<file path="config.mk">
export PLATFORM = sky130hd
export DESIGN_NAME = uart_rx_queue
export DESIGN_NICKNAME = d
export VERILOG_FILES = /design/src/rtl/rxq_pkg.sv /design/src/rtl/rxq_ctrl.sv /design/src/rtl/rxq_store.sv /design/src/rtl/rxq_errstat.sv /design/src/rtl/uart_rx_queue.sv
export SDC_FILE = /design/constraint.sdc
export NUM_CORES = 1
export LEC_CHECK = 0
export BUFFER_PORTS_ARGS = -buffer_cell sky130_fd_sc_hd__buf_4
export CAP_MARGIN = 20
export CORE_ASPECT_RATIO = 0.6
export CORE_MARGIN = 2
export CORE_UTILIZATION = 33
export DETAILED_ROUTE_END_ITERATION = 6
export HOLD_SLACK_MARGIN = 0.02
export PLACE_DENSITY_LB_ADDON = 0.25
export SLEW_MARGIN = 20
export SYNTH_ARGS = -nofsm -noshare
export SYNTH_HDL_FRONTEND = slang
export SYNTH_SLANG_ARGS = --single-unit
</file>
<file path="constraint.sdc">
create_clock -name clk -period 7 [get_ports clk]
set_input_delay 0.35 -clock clk [delete_from_list [all_inputs] [get_ports clk]]
set_output_delay 0.35 -clock clk [all_outputs]
set_load 0.02 [all_outputs]
</file>
<file path="src/rtl/rxq_pkg.sv">
package rxq_pkg;

    typedef enum logic [0:0] {
        MODE_HOLD = 1'b0,
        MODE_FIFO = 1'b1
    } rxq_mode_e;

    localparam int CTL_W         = 2;
    localparam int CTL_EN_BIT    = 0;
    localparam int CTL_FLUSH_BIT = 1;

    localparam int ERR_W   = 4;
    localparam int ERR_OVR = 0;
    localparam int ERR_PAR = 1;
    localparam int ERR_FRM = 2;
    localparam int ERR_BRK = 3;

    localparam int STAT_W        = 10;
    localparam int STAT_CNT_W    = 8;
    localparam int STAT_FULL_BIT = 8;
    localparam int STAT_ERR_BIT  = 9;

endpackage

</file>
<file path="src/rtl/rxq_ctrl.sv">
module rxq_ctrl
    import rxq_pkg::*;
(
    input  logic      clk,
    input  logic      rst_n,
    input  logic      ctl_wr,
    input  logic      ctl_en,
    output rxq_mode_e mode
);

    rxq_mode_e state_q;
    rxq_mode_e state_d;

    // state register
    always_ff @(posedge clk or negedge rst_n) begin
        if (!rst_n) state_q <= MODE_HOLD;
        else        state_q <= state_d;
    end

    // transitions: ENABLE and DISABLE
    always_comb begin
        state_d = state_q;
        unique case (state_q)
            MODE_HOLD: if (ctl_wr && ctl_en)  state_d = MODE_FIFO;
            MODE_FIFO: if (ctl_wr && !ctl_en) state_d = MODE_HOLD;
            default:   state_d = MODE_HOLD;
        endcase
    end

    // outputs
    always_comb begin
        mode = state_q;
    end

endmodule

</file>
<file path="src/rtl/rxq_store.sv">
module rxq_store #(
    parameter int DEPTH  = 16,
    parameter int DATA_W = 8,
    localparam int PTR_W = (DEPTH > 1) ? $clog2(DEPTH) : 1,
    localparam int CNT_W = PTR_W + 1
) (
    input  logic              clk,
    input  logic              rst_n,
    input  logic              clr,
    input  logic              push,
    input  logic              pop,
    input  logic [DATA_W-1:0] din,
    output logic [DATA_W-1:0] head,
    output logic [CNT_W-1:0]  count,
    output logic              full,
    output logic              empty
);

    logic [DATA_W-1:0] mem [DEPTH];
    logic [PTR_W-1:0]  wptr;
    logic [PTR_W-1:0]  rptr;
    logic              push_ok;
    logic              pop_ok;

    assign empty   = (count == '0);
    assign full    = (count == CNT_W'(DEPTH));
    assign push_ok = push && !full && !clr;
    assign pop_ok  = pop && !empty && !clr;
    assign head    = mem[rptr];

    always_ff @(posedge clk) begin
        if (push_ok) mem[wptr] <= din;
    end

    always_ff @(posedge clk or negedge rst_n) begin
        if (!rst_n) begin
            wptr  <= '0;
            rptr  <= '0;
            count <= '0;
        end else if (clr) begin
            wptr  <= '0;
            rptr  <= '0;
            count <= '0;
        end else begin
            if (push_ok) wptr <= (wptr == PTR_W'(DEPTH - 1)) ? '0 : wptr + PTR_W'(1);
            if (pop_ok)  rptr <= (rptr == PTR_W'(DEPTH - 1)) ? '0 : rptr + PTR_W'(1);
            unique case ({push_ok, pop_ok})
                2'b10:   count <= count + CNT_W'(1);
                2'b01:   count <= count - CNT_W'(1);
                default: count <= count;
            endcase
        end
    end

endmodule

</file>
<file path="src/rtl/rxq_errstat.sv">
module rxq_errstat
    import rxq_pkg::*;
(
    input  logic             clk,
    input  logic             rst_n,
    input  logic [ERR_W-1:0] set,
    input  logic             rd,
    output logic [ERR_W-1:0] pending,
    output logic [ERR_W-1:0] rdata
);

    always_ff @(posedge clk or negedge rst_n) begin
        if (!rst_n) begin
            pending <= '0;
            rdata   <= '0;
        end else if (rd) begin
            rdata   <= pending;
            pending <= set;
        end else begin
            pending <= pending | set;
        end
    end

endmodule

</file>
<file path="src/rtl/uart_rx_queue.sv">
module uart_rx_queue
    import rxq_pkg::*;
#(
    parameter int DEPTH  = 16,
    parameter int DATA_W = 8
) (
    input  logic              clk,
    input  logic              rst_n,
    input  logic              ctl_wr,
    input  logic [1:0]        ctl_wdata,
    output logic [1:0]        ctl_rdata,
    input  logic              rx_valid,
    input  logic [DATA_W-1:0] rx_byte,
    input  logic [2:0]        line_err,
    input  logic              line_brk,
    input  logic              data_rd,
    output logic [DATA_W-1:0] rd_data,
    output logic              data_ready,
    output logic [9:0]        fifo_stat,
    input  logic              err_rd,
    output logic [3:0]        err_rdata,
    output logic              err_ev,
    output logic              rx_ev
);

    localparam int PTR_W = (DEPTH > 1) ? $clog2(DEPTH) : 1;
    localparam int CNT_W = PTR_W + 1;

    rxq_mode_e         mode;
    logic              fifo_on;
    logic              flush;
    logic              arrive;
    logic [DATA_W-1:0] arrive_byte;
    logic [DATA_W-1:0] head;
    logic [CNT_W-1:0]  count;
    logic              q_full;
    logic              q_empty;
    logic [ERR_W-1:0]  err_set;
    logic [ERR_W-1:0]  err_pend;
    logic [DATA_W-1:0] hold_q;
    logic              hold_rdy_q;
    logic [DATA_W-1:0] rd_data_q;
    logic              err_ev_q;
    logic              rx_ev_q;
    logic              drop;
    logic              under_rd;

    assign flush       = ctl_wr && ctl_wdata[CTL_FLUSH_BIT];
    assign fifo_on     = (mode == MODE_FIFO);
    assign arrive      = (rx_valid || line_brk) && !flush;
    assign arrive_byte = line_brk ? '0 : rx_byte;
    assign drop        = fifo_on && arrive && q_full;
    assign under_rd    = fifo_on && data_rd && q_empty && !flush;

    rxq_ctrl u_ctrl (
        .clk    (clk),
        .rst_n  (rst_n),
        .ctl_wr (ctl_wr),
        .ctl_en (ctl_wdata[CTL_EN_BIT]),
        .mode   (mode)
    );

    rxq_store #(
        .DEPTH  (DEPTH),
        .DATA_W (DATA_W)
    ) u_store (
        .clk   (clk),
        .rst_n (rst_n),
        .clr   (flush),
        .push  (fifo_on && arrive),
        .pop   (fifo_on && data_rd),
        .din   (arrive_byte),
        .head  (head),
        .count (count),
        .full  (q_full),
        .empty (q_empty)
    );

    always_comb begin
        err_set          = '0;
        err_set[ERR_OVR] = line_err[0];
        err_set[ERR_PAR] = line_err[1];
        err_set[ERR_FRM] = line_err[2];
        err_set[ERR_BRK] = line_brk;
    end

    rxq_errstat u_err (
        .clk     (clk),
        .rst_n   (rst_n),
        .set     (err_set),
        .rd      (err_rd),
        .pending (err_pend),
        .rdata   (err_rdata)
    );

    // holding register path
    always_ff @(posedge clk or negedge rst_n) begin
        if (!rst_n) begin
            hold_q     <= '0;
            hold_rdy_q <= 1'b0;
        end else if (!fifo_on) begin
            if (arrive) begin
                hold_q     <= arrive_byte;
                hold_rdy_q <= 1'b1;
            end else if (data_rd) begin
                hold_rdy_q <= 1'b0;
            end
        end
    end

    // read data and event pulses
    always_ff @(posedge clk or negedge rst_n) begin
        if (!rst_n) begin
            rd_data_q <= '0;
            err_ev_q  <= 1'b0;
            rx_ev_q   <= 1'b0;
        end else begin
            if (data_rd) begin
                if (!fifo_on)                  rd_data_q <= hold_q;
                else if (q_empty || flush)     rd_data_q <= '0;
                else                           rd_data_q <= head;
            end
            err_ev_q <= drop || under_rd;
            rx_ev_q  <= arrive;
        end
    end

    always_comb begin
        fifo_stat                                = '0;
        fifo_stat[STAT_CNT_W-1:0]                = q_full ? '0 : STAT_CNT_W'(count);
        fifo_stat[STAT_FULL_BIT]                 = q_full;
        fifo_stat[STAT_ERR_BIT]                  = |err_pend;
    end

    assign ctl_rdata  = {1'b0, fifo_on};
    assign data_ready = fifo_on ? !q_empty : hold_rdy_q;
    assign rd_data    = rd_data_q;
    assign err_ev     = err_ev_q;
    assign rx_ev      = rx_ev_q;

endmodule

</file>
After elaboration in Yosys (flattened, before gate mapping)
Memory sizes are Yosys's and may differ from the RTL's.
Index checks and enable logic that the tools add are counted.
- muxes and demuxes: 21
- bitwise logic cells: 2
- reduce and logical (&&, ||, !) cells: 28
- add/sub/neg operators: 4
- equal/unequal tests: 5
- operator list (cell ; count):
    4-bit 2-to-1 mux ; 7
    8-bit 2-to-1 mux ; 3
    1-bit logical AND ; 13
    5-bit 2-to-1 mux ; 2
    5-bit one-hot mux with 2 select lines ; 1
    4-bit by 1-bit adder with 4-bit output (second input constant) ; 2
    4-bit equality test (second input constant) ; 2
    1-bit 2-to-1 mux ; 7
    2-bit nonzero test ; 3
    5-bit by 1-bit adder with 5-bit output (second input constant) ; 1
    5-bit equality test (second input constant) ; 1
    5-bit logical NOT ; 1
    5-bit by 1-bit subtractor with 5-bit output (second input constant) ; 1
    1-bit logical NOT ; 4
    4-bit bitwise OR ; 1
    2-bit AND reduction ; 2
    4-bit OR reduction ; 1
    1-bit logical OR ; 3
    3-bit nonzero test ; 1
    2-bit by 1-bit equality test with 1-bit output (second input constant) ; 1
    2-bit equality test (second input constant) ; 1
    1-bit one-hot mux with 2 select lines ; 1
    1-bit inverter ; 1
- output and inout bits: 27
- memories kept: 1
- register bits after elaboration: 41
- word-level logic and storage cells: 72
- bits in writable memories: 128
- input bits: 20
- memories (memory ; depth ; bits a word ; read ports ; clocked after Yosys merged registers in ; write ports ; line ; RTL):
    u_store.mem ; 16 ; 8 ; 1 ; 0 ; 1 ; rxq_store.sv:19 ; logic [DATA_W-1:0] mem [DEPTH];

Logic depth before layout (Yosys ltp)
Gate-level depths: netlist of the first run.
- depth after elaboration: 9
- mapped depth: 11
- depth with buffers taken out: 9

By module
From an unflattened synthesis of the first run, not the netlist that was laid out.
- cells, all modules: 473
- area, all modules: 7294.5 µm²
- by module, submodules not included (module ; instances ; cells an instance ; sequential area each (µm²) ; area each (µm²)):
    rxq_store ; 1 ; 357 ; 4169.0 ; 5914.4
    uart_rx_queue ; 1 ; 97 ; 475.5 ; 1061.0
    rxq_errstat ; 1 ; 17 ; 200.2 ; 279.0
    rxq_ctrl ; 1 ; 2 ; 25.0 ; 40.0

Least setup slack after synthesis of the first run
Ideal clock, no wire load.
- path kind: register to register
- start: register u_store.count[2]
- end: register u_store.count[4]
- buffers on the path: 2
- library setup time: 0.120 ns
- period minus slack after synthesis: 2.729 ns
- arrival: 2.609 ns
- path slack: 4.271 ns
- cell stages (with the launch flop): 12
- data required time: 6.880 ns
- path through: dfrtp_1 buf_6 or4_1 buf_2 mux2i_1 nor3_1 xor2_1 ha_1 o31a_2 o211ai_1 a311oi_1 a41o_1
- cells in the longest elaborated chain, start to end: 7
- elaborated cells between the ends (all ways): 15
- those cells by class: add/sub (2); eq/ne (3); mux (2); reduce/logical (8)
- RTL lines (element ; line ; RTL):
    from (decl) ; rxq_store.sv:14 ; output logic [CNT_W-1:0] count,
    from (signal assigned) ; rxq_store.sv:48 ; 2'b10: count <= count + CNT_W'(1);
    from (signal assigned) ; rxq_store.sv:49 ; 2'b01: count <= count - CNT_W'(1);
    from (signal assigned) ; rxq_store.sv:50 ; default: count <= count;
    5-bit equality test or 5-bit logical NOT (tied branches) ; rxq_store.sv:26, rxq_store.sv:25 ;
    1-bit logical NOT, on equally long branches ; rxq_store.sv:27, rxq_store.sv:28 ;
    1-bit logical AND, on equally long branches (2 in a row) ; rxq_store.sv:27, rxq_store.sv:28 ;
    2-bit by 1-bit equality test with 1-bit output or 2-bit equality test (tied branches) ; rxq_store.sv:47 ; unique case ({push_ok, pop_ok})
    5-bit one-hot mux with 2 select lines ; rxq_store.sv:47 ;
    5-bit 2-to-1 mux ; rxq_store.sv:40 ; end else if (clr) begin
Several ways; a longest one is shown, not always the timed one.
A chain may end at the register's enable or synchronous reset.

Worst setup path after layout of the first run
Ends and elaborated chain as after synthesis.

==> results.ini, run 1 <==
[cells_and_area]
multi_input_area_mm2 = 0.002125
final_util = 0.3933
drive_gt1_frac = 0.3004
fin_cells = 765
fillers = 1941
n_antenna_cell = 0
regArea_mm2 = 0.004871
final_nets = 500
area_growth_pct = 16.23

[clock_tree]
post_cts_resized = 0
cts_root_buf = clkbuf_16
clock-sinks = 169
clk_latency_ns = 0.42
h-tree-depth = 4
clockBufferDepth = 2
tritoncts = done
clkTransAtPathRegs_ns = 0.08
numCtsBuffers = 17

[place]
post-place-ws_ns = 4.007
gp_routability_congestion = 0.7675
portBuffers = 42
hpwl_um = 10500
dpl.cell_count = 732

[synthesis]
synth-edff-count = 128
ys_ff_latch = 169
yosys.area.top_type = edfxtp_1
synth_cell_types = 50
synth_cells = 435
yosys-top-cells-count = edfxtp_1, dfrtp_1, mux4_2
yosysMostFrequentCell = edfxtp_1
ys_top_cells_by_area = edfxtp_1, dfrtp_1, mux4_2, mux2_2, mux2i_1
ys_seq_area_frac = 0.6792
netlist.area_leader.share = 0.5361
syn-cell-area_mm2 = 0.007169
avgSynthCellArea_um2 = 16.48
synth_warnings = 0
async_flop_share = 0.2426
synthFlopType = edfxtp_1

[status]
status = finished, violations left
violations = design-rule violations

[sta]
rsz0062_at_grt = false
holdWs_ns = 0.09956
fmax_mhz = 329.8
timing.final.crit_period_ns = 3.032
setup_viol = 0
finalSetupTns_ns = 0
hold_viol_final = 0
finalMaxSlewViolations = 0
worst_clock_skew_ns = 0.01232
setup_ws_ns = 3.968
slew_headroom = 0.3202
tightest_slew_ns = 1.020
post-route-period-util = 0.4332

[worst_hold_path]
hold_class = input pin to register
hold_path_startpoint = line_err[0]
min_to = u_err.pending[0]
min_path_cells = 2

[critical_path]
reg2reg_depth = 9
regToRegEndpoint = u_store.count[4]
cp_max_fo = 10
cp.required_ns = 7.31
r2r_slack_ns = 3.97
crit_type = register to register
crit_arrival_ns = 3.34
crit_path_end_kind = register
reg2reg_from = u_store.count[2]
startpoint = u_store.count[2]
start_kind = register

[global_routing]
grt_overflow = 0
antenna_found_initial = 0
grt_pass1_wl_um = 24350
grt_start_max_net_pins = 42
track_usage = 0.1418
first_global_vias = 4001

[die]
die_w_um = 194.3
die_y_um = 118.2
start_util = 0.3384
ios = 47
die_area_mm2 = 0.02296
core_area_mm2 = 0.02119
core.rowCount = 41

[routing]
detail-route-antenna-nets = 0
wirelength_um = 15390
drtIter0Drc = 319
wire_per_inst_um = 20.11
drc = 3
vias = 3822
first_pass_iters = 7
viasPerCell = 4.996

[power_and_ir_drop]
ir_drop_v = 0.0001873
leakage_uw = 0.002941
power-per-cell-area_mw_per_mm2 = 325.1

[run]
drv_cap = 0

==> through the flow <==
step	power (uW)	cell area, um^2
after detailed placement	1805	7720
after global placement	1795	7717
after CTS	2742	8325
after global routing	2836	8333
after floorplan	1635	7181
final	2709	8333
==> layout by cell type, fill, tap and decap left out, types with 2 or more instances in the layout <==
cell / synthesis / layout
a21o_1: 5 / 5
a21oi_1: 16 / 16
a311oi_1: 2 / 2
a31oi_1: 13 / 13
and2_1: 17 / 17
buf_4: 6 / 48
clkbuf_16: 0 / 18
clkinv_4: 0 / 2
clkinv_8: 0 / 2
conb_1: 1 / 4
dfrtp_1: 41 / 40
edfxtp_1: 128 / 128
ha_1: 7 / 7
inv_1: 6 / 6
inv_4: 0 / 2
inv_6: 0 / 3
inv_8: 0 / 5
mux2_2: 20 / 20
mux2i_1: 12 / 12
mux4_2: 32 / 32
nand2_1: 10 / 10
nor2_1: 26 / 26
nor2b_1: 16 / 12
nor2b_2: 0 / 4
nor3b_1: 2 / 2
o21ai_0: 15 / 15
o21ai_1: 2 / 2
o31ai_1: 2 / 2
or3_1: 2 / 2
or4_1: 3 / 3
xor2_1: 3 / 3
==> where the power goes <==
group          internal (uW)  leakage (uW)  switching [uW]  total, uW
clock                    499      0.000297             436        935
sequential              1130       0.00169            48.9       1180
combinational            274      0.000957             318        592
==> flip-flops by register name, indices dropped and copies added, names as in the netlist, named ones only <==
signal	count
err_ev	1
hold_q	8
hold_rdy_q	1
rd_data	8
rx_ev	1
u_err.pending	4
u_err.rdata	4
u_store.count	5
u_store.mem	128
u_store.rptr	4
u_store.wptr	4
==> worst max-delay path, stage by stage, from the launching register on <==
cell and delay, ns:
dfrtp_1 0.50, or4_1 0.69, mux2i_1 0.18, nor3_1 0.30, xor2_1 0.13, ha_1 0.25, o31a_2 0.30, o211ai_1 0.21
a311oi_1 0.13, a41o_1 0.24
==> layout make-up <==
class / count / share of cell area
clock buffers: 18 / 0.05405
inverters: 6 / 0.002703
multi-input cells: 230 / 0.2550
flip-flops and latches: 169 / 0.5845
well taps: 279 / 0.04189
repair buffers: 49 / 0.04444
clock inverters: 14 / 0.01742
==> worst max-delay path by stage <==
| stage | endpoint | slack, ns | cells past startpoint |
|---|---|---|---|
| 2_1_floorplan | u_store.count[4] | 4.27 | 11 |
| 3_3_place_gp | u_store.count[4] | 4.09 | 9 |
| 3_5_place_dp | u_store.count[4] | 4.01 | 9 |
| 4_1_cts | u_store.count[4] | 3.98 | 9 |
| 5_1_grt | u_store.count[4] | 3.83 | 9 |
| 6_report | u_store.count[4] | 3.97 | 9 |
==> cell families (layout without fill, tap and decap cells) <==
logic type               count (synthesis)  after routing  share of synthesized area
AO/OA/AOI/OAI                           65             65                    0.05951
XOR/XNOR                                 4              4                   0.004887
adder cells (fa/ha/maj)                  7              7                    0.01222
buffers and inverters                   39             87                    0.02740
flip-flops                             169            169                     0.6792
multiplexers                            65             65                     0.1508
other                                    1              4                  0.0005231
AND/OR/NAND/NOR                         85             85                    0.06545
==> timing repair <==
action / in CTS / in global routing
buffers inserted: 0 / 0
hold buffers: 1 / 0
hold endpoints to repair: 41 / 0
==> routing by layer <==
layer  routed length, um  vias up  GRT usage
met5                   0        -          0
met1                7763     1986     0.2142
li1                    -     1743          -
met3                 620       12    0.02797
met4                 126        0    0.03462
met2                6875       81     0.2100
Power figures use the tool's default switching activity.
==> run 2: changes to the inputs <==
--- a/config.mk
+++ b/config.mk
@@ -5,6 +5,7 @@
 export SDC_FILE = /design/constraint.sdc
 export NUM_CORES = 1
 export LEC_CHECK = 0
+export ABC_AREA = 1
 export BUFFER_PORTS_ARGS = -buffer_cell sky130_fd_sc_hd__buf_4
 export CAP_MARGIN = 20
 export CORE_ASPECT_RATIO = 0.6
==> constraint.sdc (replaced) <==
create_clock -name clk -period 2.56 [get_ports clk]
set_input_delay 0.128 -clock clk [delete_from_list [all_inputs] [get_ports clk]]
set_output_delay 0.128 -clock clk [all_outputs]
set_load 0.02 [all_outputs]
==> results.ini, run 2 <==
[status]
status = complete, no violations

[sta]
timing.final.crit_period_ns = 2.179
rsz0062_at_grt = false
fmax_mhz = 459.0
hold_viol_final = 0
finalSetupTns_ns = 0
tightest_slew_ns = 0.7472
worst_clock_skew_ns = 0.01060
slew_headroom = 0.5000
setup_viol = 0
post-route-period-util = 0.8511
finalMaxSlewViolations = 0

[global_routing]
track_usage = 0.1661
grt_pass1_wl_um = 28750
antenna_found_initial = 1
grt_start_max_net_pins = 45
grt_overflow = 0
first_global_vias = 4926

[routing]
first_pass_iters = 5
wirelength_um = 18450
detail-route-antenna-nets = 0
vias = 5066
drc = 0
wire_per_inst_um = 18.03
viasPerCell = 4.952
drtIter0Drc = 439

[critical_path]
path_cells = dlygate4sd3_1 -> buf_4 -> nand2_2 -> o21ai_2 -> nor2_4 -> nand2_4 -> inv_1 -> nand2_1 -> nor2_1
crit_path_end_kind = register
cp_slowest_stage_delay_ns = 0.60
cp.required_ns = 2.62
slowest_stage = nor2_1
start_kind = input pin
crit_type = input pin to register
crit_arrival_ns = 2.24
cp_max_fo = 8

[die]
die_w_um = 194.7
core.rowCount = 41
core_area_mm2 = 0.02119
die_area_mm2 = 0.02305
start_util = 0.3398
die_y_um = 118.4
ios = 47

[synthesis]
synthFlopType = edfxtp_1
yosys-top-cells-count = edfxtp_1, nand2_1, nor2_1
yosys.area.top_type = edfxtp_1
async_flop_share = 0.2426
ys_ff_latch = 169
netlist.area_leader.share = 0.5339
ys_seq_area_frac = 0.6764
yosysMostFrequentCell = edfxtp_1
synth_cells = 655
synth_cell_types = 39
avgSynthCellArea_um2 = 10.99
syn-cell-area_mm2 = 0.007199
ys_top_cells_by_area = edfxtp_1, dfrtp_1, nand2_1, o21ai_0, nor2_1
synth_warnings = 0
synth-edff-count = 128

[power_and_ir_drop]
power-per-cell-area_mw_per_mm2 = 897.8
leakage_uw = 0.003418
ir_drop_v = 0.0005608

[place]
hpwl_um = 12710
gp_routability_congestion = 0.9221
portBuffers = 42

[cells_and_area]
drive_gt1_frac = 0.1815
largest_register = u_store.mem
final_nets = 758
final_util = 0.4101
mostFrequentLayoutCell = edfxtp_1
layout_common_cells = edfxtp_1, nand2_1, buf_4, nor2_1, o21ai_0
area_growth_pct = 20.70
largest_register_ffs = 128
n_antenna_cell = 0

[clock_tree]
tritoncts = done
cts_root_buf = clkbuf_16
clkTransAtPathRegs_ns = 0.06
numCtsBuffers = 17
h-tree-depth = 4
clk_latency_ns = 0.43
clockBufferDepth = 2
clock-sinks = 169
cts_setup_buffers = 0
post_cts_resized = 0

[worst_hold_path]
hold_class = input pin to register

[run]
drv_cap = 0

run 2: final cells by class:
cell class	instances	area (um^2)
clock buffer	17	425.4
clock inverter	15	168.9
fill	2019	12500
inverter	52	197.7
multi-input combinational	401	1957
sequential	169	4871
tap	279	349.1
timing repair buffer	90	720.7
run 2: worst paths after layout:
check,startpoint,end,slack (ns),depth (start not counted)
max in group asynchronous,rst_n,u_store.rptr[0],1.94,2
max,ctl_wr,u_store.mem[9][7],0.38,9
max reg2reg,register,u_store.mem[9][7],0.41,6
min in group asynchronous,rst_n,rx_ev,0.22,2
min reg2reg,hold_q[6],hold_q[6],0.48,2
min,rx_byte[4],hold_q[4],0.05,5
run 2: kinds of logic (layout without fill, tap and decap cells):
logic type,Yosys count,count (layout),share of synthesized area
AND/OR/NAND/NOR,263,263,0.1562
flip-flops,169,169,0.6764
AO/OA/AOI/OAI,124,124,0.09767
buffers and inverters,88,174,0.05335
adder cells (fa/ha/maj),7,7,0.01216
XOR/XNOR,3,3,0.003650
other,1,4,0.0005209
run 2: routing by layer:
layer | track usage | share of wire
met1 | 0.2602 | 0.51
met2 | 0.2211 | 0.42
met3 | 0.04167 | 0.065
met4 | 0.04952 | 0.0098
met5 | 0 | 0.00043
run 2: critical path, delay by kind of cell:
kind / cells / cell delay, ns
buffers and inverters: 3 / 0.84
AOI/OAI and AO/OA: 1 / 0.12
and+or+nand+nor: 5 / 1.13
run 2: where the power goes:
part	switching, uW	internal (uW)
registers	158	3140
clock network	1150	1460
logic	1250	647
total	2560	5250
run 2: what timing repair did:
item                                    CTS  global route
endpoints found under the setup margin    0             0
hold endpoints to repair                 52             0
hold buffers                             13             0
run 2: stage by stage:
stage	hold slack, ns	instances	total power (uW)	setup slack (ns)	area [um^2]
after global routing	0.07759	1023	8194	0.1530	8690
after global placement	0.1458	978	5217	0.5432	7965
after floorplan	-0.1676	658	4539	0.7967	7211
after CTS	0.04196	1023	7839	0.3588	8690
after detailed placement	0.1594	978	5228	0.3833	7965
final	0.05462	1023	7802	0.3812	8690
